$ cat src/rtl/i2c10_pkg.sv
package i2c10_pkg;

    typedef enum logic [2:0] {
        S_IDLE    = 3'd0,
        S_HDR     = 3'd1,
        S_HI_HOLD = 3'd2,
        S_LO_WAIT = 3'd3,
        S_LO_HOLD = 3'd4,
        S_WR_XFER = 3'd5,
        S_RS_HDR  = 3'd6,
        S_RD_XFER = 3'd7
    } seq_state_e;

    // bus event priority: stop above start above repeated start
    typedef struct packed {
        logic stop;
        logic start;
        logic rstart;
    } bus_evt_t;

endpackage

$ cat src/rtl/i2c10_addr_reg.sv
module i2c10_addr_reg #(
    parameter int                BYTE_W   = 8,
    parameter logic [BYTE_W-1:0] RST_ADDR = '0
) (
    input  logic              clk,
    input  logic              rst_n,
    input  logic              we_i,
    input  logic [BYTE_W-1:0] wdata_i,
    output logic [BYTE_W-1:0] addr_o
);

    logic [BYTE_W-1:0] addr_q;

    // the write always lands, whatever the sequencer does with it
    always_ff @(posedge clk) begin
        if (!rst_n)
            addr_q <= RST_ADDR;
        else if (we_i)
            addr_q <= wdata_i;
    end

    assign addr_o = addr_q;

endmodule

$ cat src/rtl/i2c10_addr_cmp.sv
module i2c10_addr_cmp #(
    parameter int               BYTE_W   = 8,
    parameter int               HDR_W    = 5,
    parameter logic [HDR_W-1:0] HDR_CODE = 5'b11110
) (
    input  logic [BYTE_W-1:0] rx_i,
    input  logic [BYTE_W-1:0] addr_i,
    output logic              hi_hit_o,
    output logic              lo_hit_o,
    output logic              rw_o
);

    localparam int ID_W = BYTE_W - 1;

    logic [BYTE_W-1:0] bit_eq;
    logic              prefix_ok;

    genvar g;
    generate
        for (g = 0; g < BYTE_W; g++) begin : g_bit
            assign bit_eq[g] = (rx_i[g] == addr_i[g]);
        end
    endgenerate

    assign prefix_ok = (rx_i[BYTE_W-1 -: HDR_W] == HDR_CODE);
    // high byte: marker plus upper address bits, the direction bit is excluded
    assign hi_hit_o  = prefix_ok && (&bit_eq[BYTE_W-1:1]);
    assign lo_hit_o  = &bit_eq;
    assign rw_o      = rx_i[0];

    initial begin
        assert (ID_W > HDR_W) else $error("header wider than byte");
    end

endmodule

$ cat src/rtl/i2c10_seq_fsm.sv
module i2c10_seq_fsm
    import i2c10_pkg::*;
(
    input  logic     clk,
    input  logic     rst_n,
    input  bus_evt_t evt_i,
    input  logic     byte_done_i,
    input  logic     hi_hit_i,
    input  logic     lo_hit_i,
    input  logic     rw_i,
    input  logic     addr_we_i,
    output logic     upd_addr_o,
    output logic     scl_hold_o,
    output logic     matched_o,
    output logic     match_rd_o
);

    seq_state_e state_q, state_d;

    always_ff @(posedge clk) begin
        if (!rst_n)
            state_q <= S_IDLE;
        else
            state_q <= state_d;
    end

    always_comb begin
        state_d = state_q;
        if (evt_i.stop) begin
            state_d = S_IDLE;
        end else if (evt_i.start) begin
            state_d = S_HDR;
        end else if (evt_i.rstart) begin
            state_d = (state_q == S_WR_XFER || state_q == S_RD_XFER) ? S_RS_HDR : S_HDR;
        end else begin
            unique case (state_q)
                S_IDLE:    state_d = S_IDLE;
                S_HDR:     if (byte_done_i)
                               state_d = (hi_hit_i && !rw_i) ? S_HI_HOLD : S_IDLE;
                S_HI_HOLD: if (addr_we_i) state_d = S_LO_WAIT;
                S_LO_WAIT: if (byte_done_i)
                               state_d = lo_hit_i ? S_LO_HOLD : S_IDLE;
                S_LO_HOLD: if (addr_we_i) state_d = S_WR_XFER;
                S_WR_XFER: state_d = S_WR_XFER;
                S_RS_HDR:  if (byte_done_i) begin
                               if (!hi_hit_i)
                                   state_d = S_IDLE;
                               else
                                   state_d = rw_i ? S_RD_XFER : S_HI_HOLD;
                           end
                S_RD_XFER: state_d = S_RD_XFER;
                default:   state_d = S_IDLE;
            endcase
        end
    end

    always_comb begin
        upd_addr_o = 1'b0;
        scl_hold_o = 1'b0;
        matched_o  = 1'b0;
        match_rd_o = 1'b0;
        unique case (state_q)
            S_HI_HOLD, S_LO_HOLD: begin
                upd_addr_o = 1'b1;
                scl_hold_o = 1'b1;
            end
            S_WR_XFER: matched_o = 1'b1;
            S_RD_XFER: begin
                matched_o  = 1'b1;
                match_rd_o = 1'b1;
            end
            default: ;
        endcase
    end

    logic quiet;
    assign quiet = !evt_i.stop && !evt_i.start && !evt_i.rstart;


    stop_clears_chk: assert property (@(posedge clk) disable iff (!rst_n)
        evt_i.stop |=> (!scl_hold_o && !upd_addr_o && !matched_o && !match_rd_o));


    hold_until_write_chk: assert property (@(posedge clk) disable iff (!rst_n)
        (scl_hold_o && !addr_we_i && quiet) |=> scl_hold_o);


    write_release_chk: assert property (@(posedge clk) disable iff (!rst_n)
        (scl_hold_o && addr_we_i && quiet) |=> (!scl_hold_o && !upd_addr_o));


    hdr_hold_chk: assert property (@(posedge clk) disable iff (!rst_n)
        (state_q == S_HDR && byte_done_i && hi_hit_i && !rw_i && quiet)
            |=> (scl_hold_o && upd_addr_o));


    rd_entry_chk: assert property (@(posedge clk) disable iff (!rst_n)
        $rose(match_rd_o) |-> ($past(byte_done_i) && $past(rw_i) && !scl_hold_o));


    start_drop_chk: assert property (@(posedge clk) disable iff (!rst_n)
        (evt_i.start && !evt_i.stop) |=> (!matched_o && !scl_hold_o));

endmodule

$ cat src/rtl/i2c10_addr_seq.sv
module i2c10_addr_seq #(
    parameter int                BYTE_W   = 8,
    parameter int                HDR_W    = 5,
    parameter logic [HDR_W-1:0]  HDR_CODE = 5'b11110,
    parameter logic [BYTE_W-1:0] RST_ADDR = 8'hF0
) (
    input  logic              clk,
    input  logic              rst_n,
    input  logic              start_i,
    input  logic              rstart_i,
    input  logic              stop_i,
    input  logic              byte_done_i,
    input  logic [BYTE_W-1:0] rx_byte_i,
    input  logic              addr_we_i,
    input  logic [BYTE_W-1:0] addr_wdata_i,
    output logic              upd_addr_o,
    output logic              scl_hold_o,
    output logic              matched_o,
    output logic              match_rd_o
);

    import i2c10_pkg::*;

    logic [BYTE_W-1:0] addr_q;
    logic              hi_hit, lo_hit, rw_bit;
    bus_evt_t          evt;

    assign evt.stop   = stop_i;
    assign evt.start  = start_i;
    assign evt.rstart = rstart_i;

    i2c10_addr_reg #(.BYTE_W(BYTE_W), .RST_ADDR(RST_ADDR)) u_reg (
        .clk     (clk),
        .rst_n   (rst_n),
        .we_i    (addr_we_i),
        .wdata_i (addr_wdata_i),
        .addr_o  (addr_q)
    );

    i2c10_addr_cmp #(.BYTE_W(BYTE_W), .HDR_W(HDR_W), .HDR_CODE(HDR_CODE)) u_cmp (
        .rx_i     (rx_byte_i),
        .addr_i   (addr_q),
        .hi_hit_o (hi_hit),
        .lo_hit_o (lo_hit),
        .rw_o     (rw_bit)
    );

    i2c10_seq_fsm u_fsm (
        .clk         (clk),
        .rst_n       (rst_n),
        .evt_i       (evt),
        .byte_done_i (byte_done_i),
        .hi_hit_i    (hi_hit),
        .lo_hit_i    (lo_hit),
        .rw_i        (rw_bit),
        .addr_we_i   (addr_we_i),
        .upd_addr_o  (upd_addr_o),
        .scl_hold_o  (scl_hold_o),
        .matched_o   (matched_o),
        .match_rd_o  (match_rd_o)
    );


    reset_quiet_chk: assert property (@(posedge clk)
        $rose(rst_n) |-> (!scl_hold_o && !upd_addr_o && !matched_o && !match_rd_o));

endmodule

$ cat config.mk
export PLATFORM = sky130hd
export DESIGN_NAME = i2c10_addr_seq
export DESIGN_NICKNAME = d
export VERILOG_FILES = /design/src/rtl/i2c10_pkg.sv /design/src/rtl/i2c10_addr_reg.sv /design/src/rtl/i2c10_addr_cmp.sv /design/src/rtl/i2c10_seq_fsm.sv /design/src/rtl/i2c10_addr_seq.sv
export SDC_FILE = /design/constraint.sdc
export NUM_CORES = 1
export LEC_CHECK = 0
export BUFFER_PORTS_ARGS = -buffer_cell sky130_fd_sc_hd__buf_2
export CORE_UTILIZATION = 51
export CTS_CLUSTER_DIAMETER = 30
export DETAILED_ROUTE_END_ITERATION = 16
export HOLD_SLACK_MARGIN = 0.08
export PLACE_DENSITY_LB_ADDON = 0.25
export SLEW_MARGIN = 25
export SYNTH_ARGS = -nofsm -noshare
export SYNTH_HDL_FRONTEND = slang
export SYNTH_HIERARCHICAL = 1
export SYNTH_SLANG_ARGS = --single-unit
$ cat constraint.sdc
create_clock -name clk -period 2.5 [get_ports clk]
set_clock_uncertainty 0.15 [all_clocks]
set_input_delay 0.625 -clock clk [delete_from_list [all_inputs] [get_ports clk]]
set_output_delay 0.625 -clock clk [all_outputs]
set_load 0.01 [all_outputs]
Word-level counts from Yosys, hierarchy flattened
Index checks and enable logic that the tools add are counted.
{"block": "totals", "regBits": 11, "inputBits": 23, "out_inout_bits": 4, "elab_cells": 59}
{"block": "classes", "eq_ne": 26, "n_mux": 16, "n_bitwise": 1, "reduce_logical": 13}
{"operator": "$mux 3", "count": 10}
{"operator": "$pmux 3 s8", "count": 1}
{"operator": "$ne 4x4->1 const B", "count": 5}
{"operator": "$ne 3x3->1 const B", "count": 5}
{"operator": "$eq 3x3->1 const B", "count": 4}
{"operator": "$reduce_and 5->1", "count": 2}
{"operator": "$eq 1x1->1", "count": 8}
{"operator": "$reduce_and 8->1", "count": 1}
{"operator": "$reduce_and 7->1", "count": 1}
{"operator": "$eq 3x2->1 const B", "count": 2}
{"operator": "$reduce_or 2->1", "count": 3}
{"operator": "$eq 5x5->1 const B", "count": 1}
{"operator": "$mux 1", "count": 4}
{"operator": "$eq 3x1->1 const B", "count": 1}
{"operator": "$logic_not 3->1", "count": 1}
{"operator": "$reduce_or 3->1", "count": 1}
{"operator": "$logic_and 1x1->1", "count": 2}
{"operator": "$mux 2", "count": 1}
{"operator": "$logic_not 1->1", "count": 1}
{"operator": "$logic_or 1x1->1", "count": 1}
{"operator": "$not 1->1", "count": 1}

Longest topological paths before layout
{"block": "logic_depth", "word_depth": 9, "ltp_mapped": 7, "mapped_depth_nobuf": 7}

By module
The synthesis kept the hierarchy.
{"mod": "i2c10_seq_fsm", "instances": 1, "cells_per_inst": 45, "area_each_um2": 334.1, "seq_area_each_um2": 60.1}
{"mod": "i2c10_addr_reg", "instances": 1, "cells_per_inst": 25, "area_each_um2": 291.5, "seq_area_each_um2": 160.2}
{"mod": "i2c10_addr_cmp", "instances": 1, "cells_per_inst": 14, "area_each_um2": 106.4, "seq_area_each_um2": 0.0}

Worst setup path after synthesis
OpenSTA, ideal clock, no wires.
{"block": "synth_timing", "path_type": "input -> register", "from": "input port rx_byte_i[3]", "to": "register u_fsm.state_q[1]", "setup_time_ns": 0.079, "t_arrival_ns": 1.676, "required_time_ns": 2.271, "path_slack_ns": 0.594, "stages": 6, "n_path_buf": 0, "path_cell_list": "xnor2_1 nand4_1 nor4_1 nor3b_1 o32ai_1 a211oi_2"}
{"block": "synth_between", "elab_chain_len": 8, "elab_cells_between_ends": 11, "cone_classes": "eq/ne (2); mux (6); reduce/logical (3)"}
{"item": "start, declared", "line_no": "i2c10_addr_seq.sv:13", "rtl": "input logic [BYTE_W-1:0] rx_byte_i,"}
{"item": "$eq 1x1->1", "line_no": "i2c10_addr_cmp.sv:21", "rtl": "assign bit_eq[g] = (rx_i[g] == addr_i[g]);"}
{"item": "$reduce_and 7->1", "line_no": "i2c10_addr_cmp.sv:27", "rtl": "assign hi_hit_o = prefix_ok && (&bit_eq[BYTE_W-1:1]);"}
{"item": "$logic_and 1x1->1 *", "line_no": "i2c10_addr_cmp.sv:27"}
{"item": "via hi_hit", "line_no": "i2c10_addr_seq.sv:25", "rtl": "logic hi_hit, lo_hit, rw_bit;"}
{"item": "$logic_and 1x1->1", "line_no": "i2c10_seq_fsm.sv:39", "rtl": "state_d = (hi_hit_i && !rw_i) ? S_HI_HOLD : S_IDLE;"}
{"item": "$mux 2", "line_no": "i2c10_seq_fsm.sv:39"}
{"item": "$mux 3", "line_no": "i2c10_seq_fsm.sv:38", "rtl": "S_HDR: if (byte_done_i)"}
{"item": "$pmux 3 s8 *", "line_no": "i2c10_seq_fsm.sv:36", "rtl": "unique case (state_q)"}
{"item": "$mux 3 *", "line_no": "i2c10_seq_fsm.sv:33", "rtl": "end else if (evt_i.rstart) begin"}
{"item": "end signal, assigned", "line_no": "i2c10_seq_fsm.sv:24", "rtl": "state_q <= state_d;"}
{"item": "end, declared", "line_no": "i2c10_seq_fsm.sv:18", "rtl": "seq_state_e state_q, state_d;"}
The timed path passes the listed nets; every way through them passes the cells marked *. The select of a mux whose other input is x is not followed.
A chain may end at the register's enable or synchronous reset.

Final worst setup path
Same ends and word-level chain as after synthesis.

==> summary.txt <==
status: finished, final reports clean
RSZ-0062 raised after global routing: false
CTS clk-pin slew, worst paths: 70 ps
Clock Tree Buf Depth: 2
H-tree lvl count: 1
crit path capture type: flip-flop
Yosys top cell area share: 30.09%
vias in the first global route: 535
Max Cap Viol: 0
highest clock rate: 0.4859 GHz
via count: 662
final count of pins violating max slew: 0
Ports: 27
drt wl/cell: 11.64 um
WHS: 348.3 ps
EDFF count, synth: 0
number of port buffers: 26
worst hold path class: reg2reg
post-synth top area cell: dfxtp_1
Layout Area Growth over Synthesis: 17.44%
First DRT Iteration DRCs: 21
syn_area_per_cell: 8.714 um2
largest net degree at the start of global routing: 14
largest family of logic cells by synthesized area: simple AND/OR/NAND/NOR gates
Pleak: 0.3695 nW
setup tns final: 0 ps
maximum vdd ir drop: 0.2998 mV
Post-Syn Area: 732.0 um2
Num CTS Buffers: 3
post-layout minimum cycle time: 2058 ps
top post-synthesis cells by area: dfxtp_1 30%, mux2i_1 12%, xnor2_1 9.6%
hpwl dp: 1109 um
hold path cells: 2
fin crit share: 82.32%
Reg2Reg Depth: 6
die width: 39.89 um
first-pass GRT wire length: 2152 um
core area: 1318 um2
die span in y: 39.89 um
PD cells: 440.4 nW/um2
post-synthesis sequential area ratio: 30.09%
Post-Synth Adder-Cell Area: 0%
Async SR Flop Fraction: 0%
overall power: 378.5 uW
CTS tree: built
Setup Viol. Count Final: 0
Gate Count Post-Synth: 84
register bit total from synthesis: 11
multiplexer share of the synthesized area: 12.31%
crit path max fanout: 3
Synth top cells by count: 11 x dfxtp_1, 9 x mux2i_1, 8 x nand2_1, 8 x xnor2_1, 5 x nor2b_1
simple-gate area share of the yosys netlist: 26.32%
compound-cell area share of the yosys netlist: 12.99%
Yosys cell types: 32
CP required: 2530 ps
clk root buf: clkbuf_4
syn nets: 107
startpoint types: input port
ant diodes: 0
initial antenna violation count: 0
post-CTS sizing: 0
Setup Crit Path Kind: in2reg
final wirelength: 1432 um
GP Congestion: 0.7984
final worst slack: 442.0 ps
FILL cells: 120
Nets: 132
Slew headroom: 70.15%
Yosys Warn Count: 6
initial core utilization: 55.56%
grt ovf: 0
postcts setup bufs: 0
drt drc: 0
routed vias/inst: 5.382
gr usage total: 20.56%
Synth Flop Type: dfxtp_1
XOR/XNOR share of the synthesized area: 10.77%
share of cells above drive strength 1: 30.56%
# clock sinks: 11
pre-CTS setup slack: 243.0 ps
antenna-violating nets left: 0
Die ar.: 1591 um2
WP data arrival: 2090 ps
hold_buf cts: 0
Hold Fails Final Rpt: 0
FP Rows: 13
worst slew pin tran: 443.7 ps
most common cell in the netlist: dfxtp_1
first-pass iteration count of the detailed router: 4
worst-skew pair later-pin latency: 260 ps
-- per-stage QoR --
| step | area (um2) | util [%] | instances |
|---|---|---|---|
| after floorplan | 732.0 | - | 84 |
| after global placement | 833.3 | 63.25 | 119 |
| after detailed placement | 833.3 | 63.25 | 119 |
| after CTS | 859.6 | 65.24 | 123 |
| after global routing | 859.6 | 65.24 | 123 |
| final | 859.6 | 65.24 | 123 |
-- critical path, stage by stage --
cell and delay (ps):
buf_2 110, xnor2_1 160, nand4_1 150, nor4_1 420
nor3b_1 250, o32ai_1 120, a211oi_2 250
-- layout by cell type (no fill, tap or decap), types with 2 or more instances in the layout --
| cell type | instances |
|---|---|
| buf_2 | 26 |
| dfxtp_1 | 11 |
| mux2i_1 | 9 |
| xnor2_1 | 8 |
| nand2_1 | 8 |
| nor2b_1 | 5 |
| nor2_1 | 4 |
| nand2b_1 | 4 |
| clkbuf_4 | 3 |
| nor3_1 | 3 |
| nand3_1 | 2 |
| nand4_1 | 2 |
| inv_1 | 2 |
| o21ai_0 | 2 |
| nand3b_1 | 2 |
-- final cells by class --
cell class	instances	area (um2)	area share, %
inverters	2	7.507	0.8734
repair buffers	26	130.1	15.14
well taps	15	18.77	2.183
flip-flops and latches	11	220.2	25.62
multi-input cells	65	456.7	53.13
clock buffers	4	26.28	3.057
-- sequential cells by signal, summed over array words and instances (netlist names) --
register and flops:
u_fsm/state_q 3, u_reg/addr_o 8
-- layer usage --
layer  share of wire (%)  global-route usage (%)  wire, um
met1                  49                   26.12       703
met3                 5.4                   8.523        77
met5                   0                       0         0
met4                   0                   5.172         0
met2                  45                   31.45       651
-- kinds of logic after synthesis --
| family | count (synthesis) |
|---|---|
| XOR/XNOR | 9 |
| multiplexers | 9 |
| buffers and inverters | 8 |
| flip-flops | 11 |
| AO/OA/AOI/OAI | 12 |
| AND/OR/NAND/NOR | 35 |
-- path summary, 6_finish.rpt --
check | startpoint | to | slack, ps
worst max-delay path | rx_byte_i[3] | u_fsm/state_q[1] | 440
worst min-delay path | u_reg/addr_o[7] | u_reg/addr_o[7] | 350
worst max register to register | u_reg/addr_o[2] | u_fsm/state_q[1] | 580
worst min register to register | u_reg/addr_o[7] | u_reg/addr_o[7] | 350
-- power by group --
group | total [mW] | internal (mW) | switching [mW]
logic | 0.0672 | 0.0372 | 0.0300
clock network | 0.117 | 0.0617 | 0.0558
registers | 0.194 | 0.184 | 0.00948
Power figures use the tool's default switching activity.
